<file path="src/rtl/fsk4_pkg.sv">
package fsk4_pkg;

    // pseudo-noise source
    localparam int PN_W      = 15;
    localparam int PN_TAP_HI = 14;
    localparam int PN_TAP_LO = 13;
    localparam logic [PN_W-1:0] PN_SEED = PN_W'(1);

    // symbol geometry
    localparam int SYM_BITS  = 2;
    localparam int NUM_TONES = 1 << SYM_BITS;
    localparam int SYM_LEN   = 32;
    localparam int CNT_W     = $clog2(SYM_LEN);

    // phase arithmetic
    localparam int PH_BITS   = 6;                      // 64 units per cycle
    localparam int PH_HALF   = 1 << (PH_BITS - 1);     // 32
    localparam int SCALE_SH  = 10;                     // x1024
    localparam int OUT_W     = PH_BITS + 1 + SCALE_SH; // 17

    typedef logic [SYM_BITS-1:0] sym_t;
    typedef logic [PH_BITS-1:0]  ph_idx_t;
    typedef logic [CNT_W-1:0]    cnt_t;
    typedef logic [PN_W-1:0]     pn_t;

    typedef struct packed {
        logic                    first;
        sym_t                    sym;
        logic signed [OUT_W-1:0] word;
    } sample_t;

    // per-sample step of each tone, indexed by symbol value
    localparam ph_idx_t TONE_STEP [NUM_TONES] = '{
        ph_idx_t'(9), ph_idx_t'(13), ph_idx_t'(21), ph_idx_t'(17)
    };

    function automatic logic pn_feedback(input pn_t s);
        return s[PN_TAP_HI] ^ s[PN_TAP_LO];
    endfunction

    function automatic pn_t pn_advance(input pn_t s);
        return {s[PN_W-2:0], pn_feedback(s)};
    endfunction

    function automatic ph_idx_t tone_step(input sym_t s);
        return TONE_STEP[s];
    endfunction

    // fold index into signed range (32 stays positive) and scale
    function automatic logic signed [OUT_W-1:0] idx_to_word(input ph_idx_t idx);
        logic [PH_BITS:0] t;
        t = {1'b0, idx};
        if (idx > ph_idx_t'(PH_HALF))
            t = t - (PH_BITS+1)'(1 << PH_BITS);
        return signed'({t, {SCALE_SH{1'b0}}});
    endfunction

endpackage

</file>
<file path="src/rtl/fsk4_pn_source.sv">
module fsk4_pn_source
    import fsk4_pkg::*;
#(
    parameter int DRAWS = SYM_BITS
)(
    input  logic             clk,
    input  logic             rst,
    input  logic             advance,
    output logic [DRAWS-1:0] sym_bits
);
    pn_t state_q;
    pn_t chain [DRAWS+1];

    assign chain[0] = state_q;

    // look-ahead chain: stage k holds the register after k steps
    for (genvar k = 0; k < DRAWS; k++) begin : g_draw
        assign chain[k+1] = pn_advance(chain[k]);
        // first draw lands in the most significant position
        assign sym_bits[DRAWS-1-k] = pn_feedback(chain[k]);
    end

    always_ff @(posedge clk) begin
        if (rst)
            state_q <= PN_SEED;
        else if (advance)
            state_q <= chain[DRAWS];
    end

endmodule

</file>
<file path="src/rtl/fsk4_symbol_timer.sv">
module fsk4_symbol_timer
    import fsk4_pkg::*;
#(
    parameter int LEN = SYM_LEN
)(
    input  logic clk,
    input  logic rst,
    input  logic accept,
    output logic first,
    output logic last
);
    localparam int W = (LEN > 1) ? $clog2(LEN) : 1;
    localparam logic [W-1:0] LAST_POS = W'(LEN - 1);

    logic [W-1:0] pos_q;

    assign first = (pos_q == '0);
    assign last  = (pos_q == LAST_POS);

    always_ff @(posedge clk) begin
        if (rst)
            pos_q <= '0;
        else if (accept)
            pos_q <= last ? '0 : pos_q + W'(1);
    end

endmodule

</file>
<file path="src/rtl/fsk4_phase_acc.sv">
module fsk4_phase_acc
    import fsk4_pkg::*;
(
    input  logic                    clk,
    input  logic                    rst,
    input  logic                    accept,
    input  sym_t                    sym,
    output ph_idx_t                 idx,
    output logic signed [OUT_W-1:0] word
);
    ph_idx_t acc_q;

    assign idx  = acc_q;
    assign word = idx_to_word(acc_q);

    // running sum; after the last sample it equals start + 32*step
    always_ff @(posedge clk) begin
        if (rst)
            acc_q <= '0;
        else if (accept)
            acc_q <= acc_q + tone_step(sym);
    end

endmodule

</file>
<file path="src/rtl/fsk4_phase_mod.sv">
module fsk4_phase_mod
    import fsk4_pkg::*;
(
    input  logic                    clk,
    input  logic                    rst,
    input  logic                    out_ready,
    output logic                    out_valid,
    output logic signed [OUT_W-1:0] out_phase,
    output logic                    out_first,
    output logic [SYM_BITS-1:0]     out_symbol
);
    logic    valid_q;
    logic    accept;
    logic    sym_first;
    logic    sym_last;
    sym_t    cur_sym;
    ph_idx_t cur_idx;
    sample_t smp;

    assign accept = valid_q & out_ready;

    fsk4_pn_source #(.DRAWS(SYM_BITS)) u_pn (
        .clk      (clk),
        .rst      (rst),
        .advance  (accept & sym_last),
        .sym_bits (cur_sym)
    );

    fsk4_symbol_timer #(.LEN(SYM_LEN)) u_timer (
        .clk    (clk),
        .rst    (rst),
        .accept (accept),
        .first  (sym_first),
        .last   (sym_last)
    );

    fsk4_phase_acc u_acc (
        .clk    (clk),
        .rst    (rst),
        .accept (accept),
        .sym    (cur_sym),
        .idx    (cur_idx),
        .word   (smp.word)
    );

    assign smp.first = sym_first;
    assign smp.sym   = cur_sym;

    always_ff @(posedge clk) begin
        if (rst) valid_q <= 1'b0;
        else     valid_q <= 1'b1;
    end

    assign out_valid  = valid_q;
    assign out_phase  = smp.word;
    assign out_first  = smp.first;
    assign out_symbol = smp.sym;

endmodule

</file>
<file path="config.mk">
export PLATFORM = sky130hd
export DESIGN_NAME = fsk4_phase_mod
export DESIGN_NICKNAME = d
export VERILOG_FILES = /design/src/rtl/fsk4_pkg.sv /design/src/rtl/fsk4_pn_source.sv /design/src/rtl/fsk4_symbol_timer.sv /design/src/rtl/fsk4_phase_acc.sv /design/src/rtl/fsk4_phase_mod.sv
export SDC_FILE = /design/constraint.sdc
export NUM_CORES = 1
export LEC_CHECK = 0
export BUFFER_PORTS_ARGS = -buffer_cell sky130_fd_sc_hd__buf_2
export CORE_MARGIN = 2
export CORE_UTILIZATION = 35
export CTS_BUF_LIST = sky130_fd_sc_hd__clkbuf_2 sky130_fd_sc_hd__clkbuf_4 sky130_fd_sc_hd__clkbuf_8
export DETAILED_ROUTE_END_ITERATION = 7
export PLACE_DENSITY_LB_ADDON = 0.1
export RECOVER_POWER = 100
export SKIP_CTS_REPAIR_TIMING = 1
export SKIP_LAST_GASP = 1
export SYNTH_ARGS = -nofsm -noshare
export SYNTH_HDL_FRONTEND = slang
export SYNTH_SLANG_ARGS = --single-unit
</file>
<file path="constraint.sdc">
create_clock -name clk -period 5.05 [get_ports clk]
set_input_delay 0 -clock clk [delete_from_list [all_inputs] [get_ports clk]]
set_output_delay 0 -clock clk [all_outputs]
set_load 0.03 [all_outputs]
</file>
==> impl_metrics.tcl <==
set metrics [dict create \
    status "finished, final reports clean" \
    dp_hpwl_um 1604 \
    grt_pass1_vias 912 \
    maxSlewViolCount 0 \
    final.period_utilization_pct 39.83 \
    synthesis.area_mm2 0.001296 \
    synth_compound_area_share_pct 14.67 \
    crit_path_max_fanout 7 \
    drt_iter0_markers 55 \
    rsz0062_at_grt "false" \
    hold_viol 0 \
    fin_nets 176 \
    grt_max_degree 28 \
    gp_congestion 0.6923 \
    synth_simple_gate_area_share_pct 17.86 \
    cts.path.max_buffers 2 \
    clkSinkCount 27 \
    yosys.cell_types.count 30 \
    die_y_um 64.86 \
    grt_overflow_total 0 \
    synth_xor_area_share_pct 5.309 \
    synth_seq_cells 27 \
    syn_inst 159 \
    yosysWarnings 0 \
    whs_ns 0.2726 \
    tightest_slew_ns 1.170 \
    antenna_found_initial 0 \
    vdd_drop_max_uv 137.7 \
    setup.worst_path.end_class "register" \
    synth-adder-area-share_pct 7.529 \
    initial_core_util_pct 35.95 \
    grt_usage_pct 11.71 \
    ant_nets 0 \
    setup_violations 0 \
    core_mm2 0.003606 \
    drc_errors 0 \
    routedWlPerCell_um 10.42 \
    num_rows 22 \
    die_w_um 64.86 \
    criticalPathCategory "register to register" \
    ioPinCount 24 \
    grt_pass1_wl_um 3967 \
    maxCapViolations 0 \
    synth_top_family_by_area "simple AND/OR/NAND/NOR gates" \
    pwr_density_cell_mw_per_mm2 282.0 \
    wl_um 2219 \
    htreeDepth 1 \
    min_period_ns 2.011 \
    drive_gt1_share_pct 4.848 \
    cts-buffers-inserted 3 \
    finalSetupTns_ns 0 \
    synthToLayoutAreaGrowth_pct 4.922 \
    ys_seq_area_share_pct 41.70 \
    leakage_nw 0.5453 \
    first_pass_iters 4 \
    cp-start-kind "register" \
    fin_worst_skew_ns 0.002423 \
    holdCritPathClass "input port to register" \
    synthMuxAreaShare_pct 0.8687 \
    port_buffers 13 \
    antenna_cells 0 \
    critPathRequiredTime_ns 5.21 \
    avgSynthCellArea_um2 8.152 \
    max_freq_mhz 497.2 \
    worstPathArrival_ns 2.17 \
    slew_headroom_pct 21.99 \
    tritoncts "done" \
    vias 1013 \
    viasPerCell 4.756 \
    dieArea_mm2 0.004206 \
    clk_pin_slew_worst_paths_ns 0.09 \
    cts_root_buf "clkbuf_8" \
    clk_latency_ns 0.26 \
]
path summary, 6_finish.rpt:
kind	from	to	slack [ns]	depth (start not counted)
worst max-delay path	u_pn.state_q[13]$_SDFFE_PP0P_	u_acc.idx[5]$_SDFFE_PP0P_	3.04	6
worst min-delay path	out_ready	u_timer.pos_q[4]$_SDFFE_PP0P_	0.27	4
worst max register to register	u_pn.state_q[13]$_SDFFE_PP0P_	u_acc.idx[5]$_SDFFE_PP0P_	3.04	6
worst min register to register	u_pn.state_q[0]$_SDFFE_PP1P_	u_pn.state_q[2]$_SDFFE_PP0P_	0.45	2
Yosys cell counts, drive strengths merged:
master  instances  area [um2]
o21ai           3       15.01
maj3            1       10.01
or3             1       6.260
a21o            1       7.510
a211oi          3       22.52
nor4b           2       17.52
nor2b           1       6.260
a31o            1       8.760
ha              7       87.58
nand4           1       6.260
and3            2       12.51
buf            14       100.1
clkbuf          6       22.52
conb            1       3.750
o211ai          1       7.510
and2            1       6.260
o41a            1       11.26
a21oi          21       105.1
inv             8       30.03
dfxtp          27       540.5
nand2          36       135.1
mux2            1       11.26
a31oi           2       12.51
xnor2           5       51.30
nor3            2       10.01
nor2            7       26.28
xor2            2       17.52
nand3           1       5.000
flip-flops by register name (all words and copies together), names as in the netlist:
register / cells
out_valid: 1
u_pn.state_q: 15
u_timer.pos_q: 5
u_acc.idx: 6
worst max-delay path, stage by stage (launching register included):
cell	delay, ns
dfxtp_1	0.35
xnor2_1	0.50
inv_1	0.09
ha_1	0.34
o211ai_1	0.09
a21oi_1	0.19
mux2_2	0.35
layout by cell type, fill, tap and decap left out, types with 3 or more instances in the layout:
master,instances
nand2_1,36
clkbuf_8,3
o21ai_0,3
nor2_1,7
a21oi_1,21
inv_1,8
xnor2_1,5
conb_1,10
clkbuf_1,11
a211oi_1,3
ha_1,7
dfxtp_1,27
cell families after synthesis:
logic type | count (synthesis)
adder cells (fa/ha/maj) | 8
multiplexers | 1
flip-flops | 27
XOR/XNOR | 7
AND/OR/NAND/NOR | 54
buffers and inverters | 28
other | 1
AO/OA/AOI/OAI | 33
power by group:
part / total, W / leakage, nW / switching [W] / internal, W
Clock: 0.000122 / 0.0262 / 0.0000607 / 0.0000617
Sequential: 0.000222 / 0.219 / 0.00000495 / 0.000217
Combinational: 0.0000397 / 0.300 / 0.0000306 / 0.00000905
Total: 0.000384 / 0.545 / 0.0000962 / 0.000287
through the flow:
stage | instance area, um2 | cells | utilization [%] | total power [W] | setup slack [ns]
2_1_floorplan | 1330 | 168 | - | 0.0002651 | 3.261
3_3_place_gp | 1333 | 209 | 36.95 | 0.0002667 | 3.170
3_5_place_dp | 1333 | 209 | 36.95 | 0.0002678 | 3.098
4_1_cts | 1381 | 213 | 38.31 | 0.0003920 | 3.062
5_1_grt | 1360 | 213 | 37.72 | 0.0004052 | 2.859
6_report | 1360 | 213 | 37.72 | 0.0003836 | 3.039
final cells by class:
class	count	area (um2)
flip-flops and latches	27	540.5
fillers	394	2246
clock buffers	4	48.80
multi-input cells	113	629.4
inverters	8	30.03
well taps	48	60.06
repair buffers	13	51.30
metal layers:
| layer | vias to the layer above | track usage (%) | part of all wire (%) |
|---|---|---|---|
| li1 | 517 | - | - |
| met1 | 468 | 15.13 | 49 |
| met2 | 26 | 19.97 | 45 |
| met3 | 2 | 2.083 | 5.1 |
| met4 | 0 | 3.191 | 0.77 |
| met5 | - | 0 | 0 |
Power figures use the tool's default switching activity.
